File: src/rtl/tmds_pkg.sv
`timescale 1ns/1ps
package tmds_pkg;
    localparam int BYTE_W = 8;
    localparam int CHAR_W = 10;
    localparam int LANES  = 3;

    typedef struct packed {
        logic              de;
        logic [BYTE_W:0]   qm;
        logic [1:0]        ctl;
    } s1_t;

    function automatic logic [CHAR_W-1:0] ctl_char(input logic [1:0] code);
        case (code)
            2'b00:   return 10'b1101010100;
            2'b01:   return 10'b0010101011;
            2'b10:   return 10'b0101010100;
            default: return 10'b1010101011;
        endcase
    endfunction

    function automatic logic [BYTE_W-1:0] char_decode(input logic [CHAR_W-1:0] ch);
        logic [BYTE_W-1:0] d;
        logic [BYTE_W-1:0] b;
        d = ch[9] ? ~ch[BYTE_W-1:0] : ch[BYTE_W-1:0];
        b[0] = d[0];
        for (int i = 1; i < BYTE_W; i++)
            b[i] = ch[8] ? (d[i] ^ d[i-1]) : ~(d[i] ^ d[i-1]);
        return b;
    endfunction
endpackage

File: src/rtl/tmds_ctl_router.sv
`timescale 1ns/1ps
module tmds_ctl_router
    import tmds_pkg::*;
(
    input  logic                  hsync,
    input  logic                  vsync,
    input  logic                  ctl1,
    input  logic                  ctl2,
    output logic [LANES-1:0][1:0] lane_ctl
);
    // Top code bit of lane 2 comes from inside; no cipher here, so it idles low.
    localparam logic LANE2_HI = 1'b0;

    always_comb begin
        lane_ctl[0] = {vsync, hsync};
        lane_ctl[1] = vsync ? {ctl1, 1'b0}     : 2'b00;
        lane_ctl[2] = vsync ? {LANE2_HI, ctl2} : 2'b00;
    end
endmodule

File: src/rtl/tmds_chan_enc.sv
`timescale 1ns/1ps
module tmds_chan_enc
    import tmds_pkg::*;
#(
    parameter int DISP_W = 6
)(
    input  logic              clk,
    input  logic              rst,
    input  logic              de,
    input  logic [BYTE_W-1:0] data,
    input  logic [1:0]        ctl,
    output logic [CHAR_W-1:0] tx
);
    typedef struct packed {
        s1_t                      s1;
        logic [CHAR_W-1:0]        tx;
        logic signed [DISP_W-1:0] disp;
    } st_t;

    st_t st_d, st_q;

    logic [3:0]               n_in, n_qm, n_tx;
    logic                     use_xnor;
    logic [BYTE_W:0]          qm;
    logic signed [DISP_W-1:0] bal, delta;
    logic                     invert;

    always_comb begin
        st_d = st_q;

        // stage 1: transition reduction
        n_in     = 4'($countones(data));
        use_xnor = (n_in > 4'd4) || ((n_in == 4'd4) && !data[0]);
        qm[0]    = data[0];
        for (int i = 1; i < BYTE_W; i++)
            qm[i] = use_xnor ? ~(qm[i-1] ^ data[i]) : (qm[i-1] ^ data[i]);
        qm[BYTE_W] = !use_xnor;
        st_d.s1.de  = de;
        st_d.s1.qm  = qm;
        st_d.s1.ctl = ctl;

        // stage 2: balance selection
        n_qm = 4'($countones(st_q.s1.qm[BYTE_W-1:0]));
        bal  = $signed(DISP_W'({n_qm, 1'b0})) - $signed(DISP_W'(BYTE_W));
        if (st_q.disp == 0 || bal == 0)
            invert = !st_q.s1.qm[BYTE_W];
        else
            invert = (st_q.disp[DISP_W-1] == bal[DISP_W-1]);

        if (st_q.s1.de)
            st_d.tx = {invert, st_q.s1.qm[BYTE_W],
                       invert ? ~st_q.s1.qm[BYTE_W-1:0] : st_q.s1.qm[BYTE_W-1:0]};
        else
            st_d.tx = ctl_char(st_q.s1.ctl);

        n_tx  = 4'($countones(st_d.tx));
        delta = $signed(DISP_W'({n_tx, 1'b0})) - $signed(DISP_W'(CHAR_W));
        st_d.disp = st_q.s1.de ? (st_q.disp + delta) : '0;
    end

    always_ff @(posedge clk) begin
        if (rst) begin
            st_q.s1   <= '0;
            st_q.tx   <= ctl_char(2'b00);
            st_q.disp <= '0;
        end else begin
            st_q <= st_d;
        end
    end

    assign tx = st_q.tx;

    p_ctl_char_r5: assert property (@(posedge clk) disable iff (rst)
        !st_q.s1.de |=> (st_q.tx == 10'b1101010100 || st_q.tx == 10'b0010101011 ||
                         st_q.tx == 10'b0101010100 || st_q.tx == 10'b1010101011));

    p_disp_clear_r6: assert property (@(posedge clk) disable iff (rst)
        !st_q.s1.de |=> (st_q.disp == 0));

    p_disp_even_r4: assert property (@(posedge clk) disable iff (rst)
        st_q.disp[0] == 1'b0);

    p_flag_carry_r3: assert property (@(posedge clk) disable iff (rst)
        st_q.s1.de |=> (st_q.tx[8] == $past(st_q.s1.qm[BYTE_W])));
endmodule

File: src/rtl/tmds_link_encoder.sv
`timescale 1ns/1ps
module tmds_link_encoder
    import tmds_pkg::*;
#(
    parameter int DISP_W = 6
)(
    input  logic                     clk,
    input  logic                     rst,
    input  logic                     de,
    input  logic [LANES*BYTE_W-1:0]  pix,
    input  logic                     hsync,
    input  logic                     vsync,
    input  logic                     ctl1,
    input  logic                     ctl2,
    output logic [CHAR_W-1:0]        tx0,
    output logic [CHAR_W-1:0]        tx1,
    output logic [CHAR_W-1:0]        tx2
);
    logic [LANES-1:0][1:0]        lane_ctl;
    logic [LANES-1:0][CHAR_W-1:0] lane_tx;

    tmds_ctl_router u_router (
        .hsync    (hsync),
        .vsync    (vsync),
        .ctl1     (ctl1),
        .ctl2     (ctl2),
        .lane_ctl (lane_ctl)
    );

    for (genvar g = 0; g < LANES; g++) begin : g_lane
        tmds_chan_enc #(.DISP_W(DISP_W)) u_enc (
            .clk  (clk),
            .rst  (rst),
            .de   (de),
            .data (pix[g*BYTE_W +: BYTE_W]),
            .ctl  (lane_ctl[g]),
            .tx   (lane_tx[g])
        );
    end

    assign tx0 = lane_tx[0];
    assign tx1 = lane_tx[1];
    assign tx2 = lane_tx[2];

    // cycles since reset, so two-deep history checks start on clean samples
    logic [1:0] age_d, age_q;
    always_comb age_d = (age_q == 2'd3) ? age_q : age_q + 2'd1;
    always_ff @(posedge clk) begin
        if (rst) age_q <= '0;
        else     age_q <= age_d;
    end

    for (genvar g = 0; g < LANES; g++) begin : g_chk
        p_roundtrip_r7: assert property (@(posedge clk) disable iff (rst)
            (age_q == 2'd3 && $past(de, 2)) |->
                (char_decode(lane_tx[g]) == $past(pix[g*BYTE_W +: BYTE_W], 2)));
    end

    p_sync_lane_r10: assert property (@(posedge clk) disable iff (rst)
        (age_q == 2'd3 && !$past(de, 2)) |->
            (tx0 == ctl_char({$past(vsync, 2), $past(hsync, 2)})));
endmodule

File: config.mk
export PLATFORM = sky130hd
export DESIGN_NAME = tmds_link_encoder
export DESIGN_NICKNAME = d
export VERILOG_FILES = /design/src/rtl/tmds_pkg.sv /design/src/rtl/tmds_ctl_router.sv /design/src/rtl/tmds_chan_enc.sv /design/src/rtl/tmds_link_encoder.sv
export SDC_FILE = /design/constraint.sdc
export NUM_CORES = 1
export LEC_CHECK = 0
export BUFFER_PORTS_ARGS = -buffer_cell sky130_fd_sc_hd__buf_2
export CORE_AREA = 2 2 121 123
export CTS_CLUSTER_DIAMETER = 60
export DETAILED_ROUTE_END_ITERATION = 7
export DIE_AREA = 0 0 123 125
export GPL_TIMING_DRIVEN = 0
export PLACE_DENSITY = 0.68
export SLEW_MARGIN = 20
export SYNTH_ARGS = -nofsm -noshare
export SYNTH_HDL_FRONTEND = slang
export SYNTH_SLANG_ARGS = --single-unit
File: constraint.sdc
create_clock -name clk -period 18.1 [get_ports clk]
set_input_delay 0.905 -clock clk [delete_from_list [all_inputs] [get_ports clk]]
set_output_delay 0.905 -clock clk [all_outputs]
set_load 0.05 [all_outputs]
== Word level (Yosys, flattened, before mapping) ==
Cells that the tools add are included.
Cells by class
  reduce and logical (&&, ||, !) cells: 29
  $lt $le $gt $ge: 3
  equal/unequal tests: 12
  mux-type cells: 33
  add/sub/neg operators: 78
  bitwise logic cells: 47
Operators with widths (number)
  zero test 32 bit: 6
  adder 4 bit: 30
  case mux 10 bit (3 select lines): 3
  adder 1 x 1 -> 2 bit: 39
  subtractor 5 x 4 -> 6 bit (second input constant): 6
  two-way mux 10 bit: 3
  two-way mux 1 bit: 24
  two-way mux 8 bit: 3
  inverter 8 bit: 3
  inverter 1 bit: 23
  XOR 1 bit: 21
  adder 6 bit: 3
  equality test 4 x 3 -> 1 bit (second input constant): 3
  > comparator 4 x 3 -> 1 bit (second input constant): 3
  zero test 1 bit: 9
  equality test 2 x 1 -> 1 bit (second input constant): 3
  equality test 2 bit (second input constant): 3
  zero test 2 bit: 3
  logical OR 1 bit: 6
  OR reduction 2 bit: 2
  equality test 1 bit: 3
  logical AND 1 bit: 3
Storage, ports and cells
  output and inout bits: 30
  word-level logic and storage cells: 217
  flip-flop bits (word level): 82

== Logic depth before layout (Yosys ltp) ==
Gate-level depths: netlist (run 1).
  word-level depth: 25
  depth in mapped cells: 28
  depth with buffers taken out: 26

== Hierarchy ==
Synthesis (run 1) repeated with hierarchy kept, for this count alone.
Second synthesis, totals
  cells, all modules: 718
  area total of the unflattened synthesis: 6492.5 sq um
Modules (own cells, without submodules)
  tmds_chan_enc (g_lane[2].u_enc): times used 1, area an instance 2234.6 sq um, sequential area each 540.5 sq um, cells each 247
  tmds_chan_enc (g_lane[1].u_enc): times used 1, area an instance 2192.1 sq um, sequential area each 540.5 sq um, cells each 247
  tmds_chan_enc (g_lane[0].u_enc): times used 1, area an instance 2019.4 sq um, sequential area each 540.5 sq um, cells each 217
  tmds_ctl_router: times used 1, area an instance 46.3 sq um, sequential area each 0.0 sq um, cells each 7

== Worst setup path after synthesis (run 1) ==
Ideal clock, no wire load.
  path type: register to register
  start: reg g_lane[2].u_enc.st_q[25] in the netlist's numbering
  end: reg g_lane[2].u_enc.st_q[5] in the netlist's numbering
  cell stages (with the launch flop): 26
  setup slack: 11.258 ns
  buffers on the path: 0
  data arrival time: 6.715 ns
  path through: dfxtp_1 ha_1 inv_1 fa_1 inv_1 fa_1 ha_1 inv_1 fa_1 or4b_1 o21a_4 o2111ai_1 o221ai_1 ha_1 inv_1 fa_1 fa_1 fa_1 fa_1 xnor2_1 ha_1 ha_1 a21o_1 a21oi_1 xnor2_1 nor2_1
RTL lines
  start: declaration: line tmds_chan_enc.sv:20  | st_t st_d, st_q;
  start signal: assignment: line tmds_chan_enc.sv:67  | st_q <= st_d;

==> flow_summary.toml, run 1 <==
[status]
status = "finished clean"

[critical_path]
cp_common_cell = "fa_1"
cpPeakStageDelay_ps = 650
worst_setup_path_end_kind = "flip-flop"
critPathMaxFanout = 10
start_kind = "flip-flop"
required_ps = 18310
cp_slowest_cell = "or4b_1"
worst_ep_arrival_time_ps = 7460
path_class = "reg -> reg"

[cells_and_area]
fin_nets = 931
nFillCells = 1353
area_growth_pct = 12.4
drive_gt1_share_pct = 17.4
diodes = 0
finish.instance_area_mm2 = 0.00735

[route]
routedWlPerCell_um = 13.5
remaining_drc_errors = 0
drtPass1Iterations = 4
antenna_left = 0
viasPerCell = 5.02
initialDrtViolationCount = 342
wl_um = 13000
vias = 4828

[floorplanning]
die_area_mm2 = 0.0154
initial_utilization_pct = 46.0
core-area_mm2 = 0.0142
die_y_um = 125
num_io_pins = 61
num_rows = 44
die_w_um = 123

[yosys]
synth_fp_nets = 861
ys_async_sr_fraction_pct = 0
synth_most_common_cell = "inv_1"
netlist.area_leader.share_pct = 23.6
netlist_top_cells_area = "dfxtp_1 (24%), ha_1 (16%), fa_1 (14%)"
ys_seq_area_share_pct = 23.6
syn_avg_cell_area_um2 = 9.30
synth_area_mm2 = 0.00654
netlist_instances = 703
ys_ff_latch = 77
synth-edff-count = 0
synth_cell_type_count = 59
synthFlopType = "dfxtp_1"
yosys_warnings = 0
synth_commonest_cells = "inv_1 (141), ha_1 (82), dfxtp_1 (77)"
yosys.area.top_type = "dfxtp_1"

[grt]
grt_pass1_wl_um = 22200
antenna_found_initial = 0
grt.total_usage_pct = 18.3
grt_max_degree = 14
grt_overflow = 0
grt_pass1_vias = 4704

[sta]
hold_violations = 0
tns_ps = 0
setup_viol = 0
finalClockSkew_ps = 4.66
post-route-min-period_ps = 7250
rsz0062_at_grt = "no"
relSlewSlack_pct = 56.3
setup_slack_ps = 10850
period_share_pct = 40.0
drv_slew = 0
max_freq_mhz = 138
worstMarginPinSlew_ps = 655

[cts]
tritoncts = "done"
htree_levels = 3
postCtsSetupBuffers = 0
root_buffer = "clkbuf_16"
ctsHoldBuffers = 0
clk_latency_ps = 340
clockBufferDepth = 2
path_clk_slew_ps = 60
cts.repair.resized = 0
cts.sinks = 77
cts_buffers = 9

[run]
drv_cap = 0

[placed_design]
portBuffers = 59
dpl_worst_slack_ps = 10840
place_congestion = 0.885
post_dp_cell_area_mm2 = 0.00706
dp_hpwl_um = 10500

[worst_hold_path]
min_path_type = "reg -> reg"
through the flow:
step | hold WS (ps) | util, % | std cells
finish | 569 | 51.8 | 962
global route | 589 | 51.8 | 962
CTS | 570 | 51.8 | 962
detailed placement | 557 | 49.7 | 946
global placement | 557 | 49.7 | 946
floorplan | 504 | - | 703
path summary, 6_finish.rpt:
check | start | end | slack (ps) | cells past startpoint
hold / removal | g_lane[2].u_enc.st_q[20] | g_lane[2].u_enc.tx[2] | 570 | 2
setup reg to reg | g_lane[2].u_enc.st_q[25] | g_lane[2].u_enc.st_q[5] | 10850 | 25
hold reg to reg | g_lane[2].u_enc.st_q[20] | g_lane[2].u_enc.tx[2] | 570 | 2
setup / recovery | g_lane[2].u_enc.st_q[25] | g_lane[2].u_enc.st_q[5] | 10850 | 25
kinds of logic after synthesis:
logic type      share of synthesized area, %
buf+inv                                 13.0
simple gates                            11.7
fa+ha+maj                               29.5
compound gates                          14.4
flops                                   23.6
xor+xnor                                7.77
mux                                    0.153
cells in the final DEF (no fill, tap or decap), types with 3 or more instances in the layout:
cell / n
a21o_1: 10
buf_1: 3
xor2_1: 6
o221ai_1: 4
nand2b_1: 6
a31oi_1: 5
buf_2: 62
a211oi_1: 25
clkinvlp_4: 4
nor3b_1: 3
dfxtp_1: 77
o211ai_1: 13
nand3_1: 12
a2111o_1: 3
o2111ai_1: 7
xnor2_1: 27
and2_1: 8
ha_1: 82
clkbuf_16: 9
clkbuf_1: 14
a21oi_1: 11
xnor3_1: 6
buf_4: 32
nand3b_1: 3
nor2_1: 49
fa_1: 45
and3_1: 4
nor2b_1: 7
o21ai_1: 3
o21ai_0: 20
inv_1: 141
nand2_1: 20
nor3_1: 18
flip-flops by register name, summed over array words and instances (netlist names):
signal and cells:
g_lane.u_enc.st_q 47, g_lane.u_enc.tx 30
worst max-delay path, delay by kind of cell (launching register included):
| family | cells | cell delay (ps) |
|---|---|---|
| adders and majority gates | 12 | 4580 |
| AOI/OAI and AO/OA | 5 | 950 |
| and+or+nand+nor | 2 | 710 |
| DFF | 1 | 410 |
| xor gates and xnor gates | 2 | 280 |
| buffers and inverters | 4 | 220 |
cell type report:
| type | instances | area (um2) | area share, % |
|---|---|---|---|
| Tap cell | 184 | 230 | 3.13 |
| Timing Repair Buffer | 59 | 295 | 4.02 |
| Sequential cell | 77 | 1540 | 21.0 |
| Inverter | 141 | 529 | 7.20 |
| Clock buffer | 11 | 253 | 3.44 |
| Buffer | 52 | 319 | 4.34 |
| Clock inverter | 5 | 35.0 | 0.477 |
| Multi-Input combinational cell | 433 | 4150 | 56.4 |
per-layer routing:
layer / vias up / share of wire (%) / global-route usage (%)
met3: 16 / 4.2 / 2.92
met1: 2267 / 45 / 24.7
met5: - / 0 / 0
met2: 110 / 49 / 29.7
li1: 2435 / - / -
met4: 0 / 1.6 / 6.48
Power of run 1 is left out: the tool's default activity adds up to more than one toggle a clock period on the data nets, which glitch-free logic cannot reach.
==> run 2: changes to the inputs <==
--- a/config.mk
+++ b/config.mk
@@ -11,7 +11,7 @@
 export DETAILED_ROUTE_END_ITERATION = 7
 export DIE_AREA = 0 0 123 125
 export GPL_TIMING_DRIVEN = 0
-export PLACE_DENSITY = 0.68
+export PLACE_DENSITY = 0.71
 export SLEW_MARGIN = 20
 export SYNTH_ARGS = -nofsm -noshare
 export SYNTH_HDL_FRONTEND = slang
==> constraint.sdc (replaced) <==
create_clock -name clk -period 6.39 [get_ports clk]
set_input_delay 0.3195 -clock clk [delete_from_list [all_inputs] [get_ports clk]]
set_output_delay 0.3195 -clock clk [all_outputs]
set_load 0.05 [all_outputs]
==> flow_summary.toml, run 2 (synthesis gave the netlist of run 1 again) <==
[sta]
max_freq_mhz = 148
relSlewSlack_pct = 55.5
setup_viol = 9
drv_slew = 0
rsz0062_at_grt = "yes"
worstMarginPinSlew_ps = 660
hold_violations = 0
setup_slack_ps = -357
hold-worst-slack_ps = 172
period_share_pct = 106
post-route-min-period_ps = 6750
finalClockSkew_ps = 7.19

[cells_and_area]
final_cell_mix = "inv_1 (119), buf_4 (67), ha_1 (65)"
nFillCells = 1236
largest-register = "g_lane.u_enc.st_q"
area_growth_pct = 24.0
largest_reg_flops = 47
seq_area_mm2 = 0.00157
final_common_cell = "inv_1"
top_regs = "g_lane.u_enc.st_q: 47 flops, g_lane.u_enc.tx: 30 flops"
finish.instance_area_mm2 = 0.00811
diodes = 0
instances_no_fill = 999
drive_gt1_share_pct = 32.9
multi_input_area_mm2 = 0.00452
fin_nets = 968

[placed_design]
portBuffers = 59
post_dp_cell_area_mm2 = 0.00732
dp_hpwl_um = 10700
place_inst = 946
place_congestion = 0.876

[route]
viasPerCell = 5.08
initialDrtViolationCount = 402
vias = 5075
wl_um = 13800
drtPass1Iterations = 5
remaining_drc_errors = 0
antenna_left = 0
routedWlPerCell_um = 13.8

[grt]
grt_pass1_wl_um = 22500
grt.total_usage_pct = 18.7
grt_overflow = 0
grt_pass1_vias = 4803
grt_max_degree = 13
antenna_found_initial = 0

[critical_path]
worst_setup_path_end_kind = "flip-flop"
cpPeakStageDelay_ps = 580
worst_ep_arrival_time_ps = 6960
required_ps = 6610
path_class = "reg -> reg"
start_kind = "flip-flop"
critPathBufInv = 6
cp_common_cell = "fa_1"
cp_slowest_cell = "fa_2"
path_delay_family = "adder cells"
critPathMaxFanout = 6

[floorplanning]
num_io_pins = 61
die_w_um = 123
core-area_mm2 = 0.0142
initial_utilization_pct = 46.0
die_y_um = 125
die_area_mm2 = 0.0154
num_rows = 44

[status]
violations = "setup timing"
status = "finished with violations"

[cts]
root_buffer = "clkbuf_16"
ctsHoldBuffers = 0
clockBufferDepth = 2
cts_buffers = 9
htree_levels = 3
clk_latency_ps = 350
path_clk_slew_ps = 60
cts.sinks = 77
tritoncts = "done"

[worst_hold_path]
min_path_type = "in -> reg"

[run]
drv_cap = 0
==> run 2: cell types whose count changed in the layout (fill, tap and decap cells not counted), moves of 10 or more <==
cell	change
buf_4	+35
dfxtp_1	-18
fa_2	+15
ha_1	-17
inv_1	-22
ha_4	+10
dfxtp_2	+15
fa_1	-15
inv_2	+22
==> run 2: through the flow <==
step / setup slack (ps) / TNS [ps] / utilization [%]
2_1_floorplan: -111 / -632 / -
3_3_place_gp: -485 / -3540 / 51.5
3_5_place_dp: -528 / -4070 / 51.5
4_1_cts: -412 / -2860 / 55.8
5_1_grt: -562 / -4440 / 57.1
6_report: -357 / -2510 / 57.1
==> run 2: area by class of cell <==
cell class / instances / share of cell area [%]
Sequential cell: 77 / 19.4
Buffer: 51 / 4.03
Multi-Input combinational cell: 433 / 55.8
Clock inverter: 4 / 1.17
Clock buffer: 12 / 3.04
Tap cell: 184 / 2.84
Timing Repair Buffer: 97 / 7.21
Inverter: 141 / 6.53
==> run 2: final timing paths <==
path | slack, ps | from | to | depth (start not counted)
setup / recovery | -360 | g_lane[1].u_enc.st_q[20] | g_lane[1].u_enc.st_q[5] | 27
setup reg to reg | -360 | g_lane[1].u_enc.st_q[20] | g_lane[1].u_enc.st_q[5] | 27
hold / removal | 170 | ctl1 | g_lane[1].u_enc.st_q[17] | 2
hold reg to reg | 560 | g_lane[2].u_enc.st_q[1] | g_lane[2].u_enc.st_q[1] | 3
==> run 2: timing repair <==
action,in CTS,in global routing
hold endpoints to repair,0,0
pin swaps,40,16
buffers inserted,26,14
endpoints found under the setup margin,12,12
cloned,0,0
resized for setup,22,22
==> run 2: layer usage <==
| layer | vias up | track usage (%) | part of all wire, % |
|---|---|---|---|
| li1 | 2510 | - | - |
| met1 | 2386 | 23.8 | 44 |
| met2 | 151 | 30.9 | 49 |
| met3 | 28 | 3.24 | 4.8 |
| met4 | 0 | 8.22 | 2.7 |
| met5 | - | 0 | 0 |
Power of run 2 is left out for the same reason.
==> run 3: changes to the inputs <==
--- a/config.mk
+++ b/config.mk
@@ -5,13 +5,15 @@
 export SDC_FILE = /design/constraint.sdc
 export NUM_CORES = 1
 export LEC_CHECK = 0
-export BUFFER_PORTS_ARGS = -buffer_cell sky130_fd_sc_hd__buf_2
-export CORE_AREA = 2 2 121 123
+export ABC_AREA = 1
+export BUFFER_PORTS_ARGS = -buffer_cell sky130_fd_sc_hd__clkbuf_2
+export CORE_AREA = 2 2 117 119
+export CTS_BUF_LIST = sky130_fd_sc_hd__clkbuf_8
 export CTS_CLUSTER_DIAMETER = 60
 export DETAILED_ROUTE_END_ITERATION = 7
-export DIE_AREA = 0 0 123 125
+export DIE_AREA = 0 0 119 121
 export GPL_TIMING_DRIVEN = 0
-export PLACE_DENSITY = 0.71
+export PLACE_DENSITY = 0.7
 export SLEW_MARGIN = 20
 export SYNTH_ARGS = -nofsm -noshare
 export SYNTH_HDL_FRONTEND = slang
==> flow_summary.toml, run 3 <==
[sta]
hold-worst-slack_ps = 142
post-route-min-period_ps = 6790
setup_slack_ps = -396
worstMarginPinSlew_ps = 655
max_freq_mhz = 147
relSlewSlack_pct = 56.4
finalClockSkew_ps = 6.68
rsz0062_at_grt = "yes"
setup_viol = 10
hold_violations = 0
period_share_pct = 106
drv_slew = 0

[critical_path]
critPathMaxFanout = 3
cp_slowest_cell = "fa_1"
path_class = "reg -> reg"
ff2ff_path_depth = 44
worst_setup_path_end_kind = "flip-flop"
ff2ff_setup_slack_ps = -400
cp_common_cell = "buf_4"
worstReg2RegEnd = "g_lane[2].u_enc.tx[0]"
required_ps = 6690
cpPeakStageDelay_ps = 530
worst_ep_arrival_time_ps = 7080
start_kind = "flip-flop"
rr_startpoint = "g_lane[2].u_enc.st_q[25]"

[yosys]
yosys_warnings = 0
netlist_instances = 721
synth_cell_type_count = 31
synthFlopType = "dfxtp_1"
synth_most_common_cell = "inv_1"
synth-edff-count = 0
syn_avg_cell_area_um2 = 8.35
synth_fp_nets = 879
ys_ff_latch = 77
synth_area_mm2 = 0.00602
netlist_top_cells_area = "dfxtp_1 (26%), ha_1 (17%), fa_1 (15%)"
synth_commonest_cells = "inv_1 (166), nand2_1 (89), ha_1 (82)"
ys_async_sr_fraction_pct = 0
yosys.area.top_type = "dfxtp_1"
netlist.area_leader.share_pct = 25.6
ys_seq_area_share_pct = 25.6

[cells_and_area]
final_common_cell = "inv_1"
largest_reg_flops = 47
finish.instance_area_mm2 = 0.00772
final_cell_mix = "inv_1 (147), buf_4 (108), nand2_1 (81)"
drive_gt1_share_pct = 36.8
instances_no_fill = 1051
fin_nets = 1029
diodes = 0
largest-register = "g_lane.u_enc.st_q"
top_regs = "g_lane.u_enc.st_q: 47 flops, g_lane.u_enc.tx: 30 flops"
area_growth_pct = 28.3

[status]
status = "finished with violations"
violations = "setup timing"

[route]
wl_um = 14300
drtPass1Iterations = 6
initialDrtViolationCount = 261
vias = 4971
viasPerCell = 4.73
remaining_drc_errors = 0
routedWlPerCell_um = 13.6
antenna_left = 0

[cts]
tritoncts = "done"
clk_latency_ps = 370
cts_buffers = 9
path_clk_slew_ps = 80
clockBufferDepth = 2
cts.sinks = 77
htree_levels = 3
root_buffer = "clkbuf_8"

[placed_design]
dp_hpwl_um = 9020
place_inst = 956
dpl_worst_slack_ps = -455
post_dp_cell_area_mm2 = 0.00654
portBuffers = 59
place_congestion = 0.835

[floorplanning]
num_rows = 42
die_w_um = 119
die_area_mm2 = 0.0144
num_io_pins = 61
die_y_um = 121
initial_utilization_pct = 46.0
core-area_mm2 = 0.0131

[grt]
grt_max_degree = 13
grt_overflow = 0
grt_pass1_wl_um = 21800
grt.total_usage_pct = 19.2
antenna_found_initial = 0
grt_pass1_vias = 4900

[run]
drv_cap = 0

[worst_hold_path]
min_path_type = "in -> reg"
hold_end = "g_lane[0].u_enc.st_q[16]"
min-delay-start = "hsync"
holdPathStages = 3
## run 3: changes by cell type after synthesis, moves of 16 or more
cell and change:
nand2_1 +69, inv_1 +25, nand2_2 +20, a211oi_1 -19, xor2_1 +18, xnor2_1 -16
## run 3: metal layers
layer | up-vias | routed length [um] | track usage, %
met3 | 74 | 726 | 3.48
met4 | 0 | 741 | 10.7
met5 | - | 0 | 0
met2 | 180 | 6900 | 32.7
met1 | 2274 | 5910 | 23.0
li1 | 2443 | - | -
## run 3: cell families (layout without fill, tap and decap cells)
family	count (synthesis)	after routing	synth area share (%)
AND/OR/NAND/NOR	223	223	16.8
buffers and inverters	215	369	16.4
adder cells (fa/ha/maj)	127	127	32.0
flip-flops	77	77	25.6
AO/OA/AOI/OAI	44	44	4.07
XOR/XNOR	35	35	5.09
## run 3: area by class of cell
class                   count  area [um2]
fillers                  1087        5360
clock inverters             5        76.3
flip-flops and latches     77        1560
repair buffers            139         907
multi-input cells         429        3810
plain buffers              43         342
clock buffers              10         138
inverters                 172         661
well taps                 176         220
## run 3: worst max path at each step
stage                                        start                       to  slack, ps
final                     g_lane[2].u_enc.st_q[25]    g_lane[2].u_enc.tx[0]       -400
after global routing      g_lane[2].u_enc.st_q[25]  g_lane[2].u_enc.st_q[5]       -650
after CTS                 g_lane[2].u_enc.st_q[24]  g_lane[2].u_enc.st_q[5]       -170
after detailed placement  g_lane[2].u_enc.st_q[25]  g_lane[2].u_enc.st_q[5]       -450
after global placement    g_lane[2].u_enc.st_q[25]  g_lane[2].u_enc.st_q[5]       -320
after floorplan           g_lane[0].u_enc.st_q[24]  g_lane[0].u_enc.st_q[5]        -30
## run 3: metrics by stage
stage / util (%) / TNS [ps]
after floorplan: - / -28.4
after global placement: 50.0 / -2030
after detailed placement: 50.0 / -2850
after CTS: 57.1 / -785
after global routing: 59.0 / -4290
final: 59.0 / -1980
## run 3: critical path, delay by kind of cell, from the launching register on
family	cells	cell delay (ps)
adders and majority gates	5	1790
buffers and inverters	32	3700
and+or+nand+nor	4	460
AOI/OAI and AO/OA	1	130
xor gates and xnor gates	2	250
DFF	1	330
## run 3: what timing repair did
action                     4_1_cts  5_1_grt
hold buffers                     0        0
gates resized for setup         53       58
pin swaps                       23       34
setup endpoints to repair        9       11
setup buffers                   76        7
Power of run 3 is left out for the same reason.
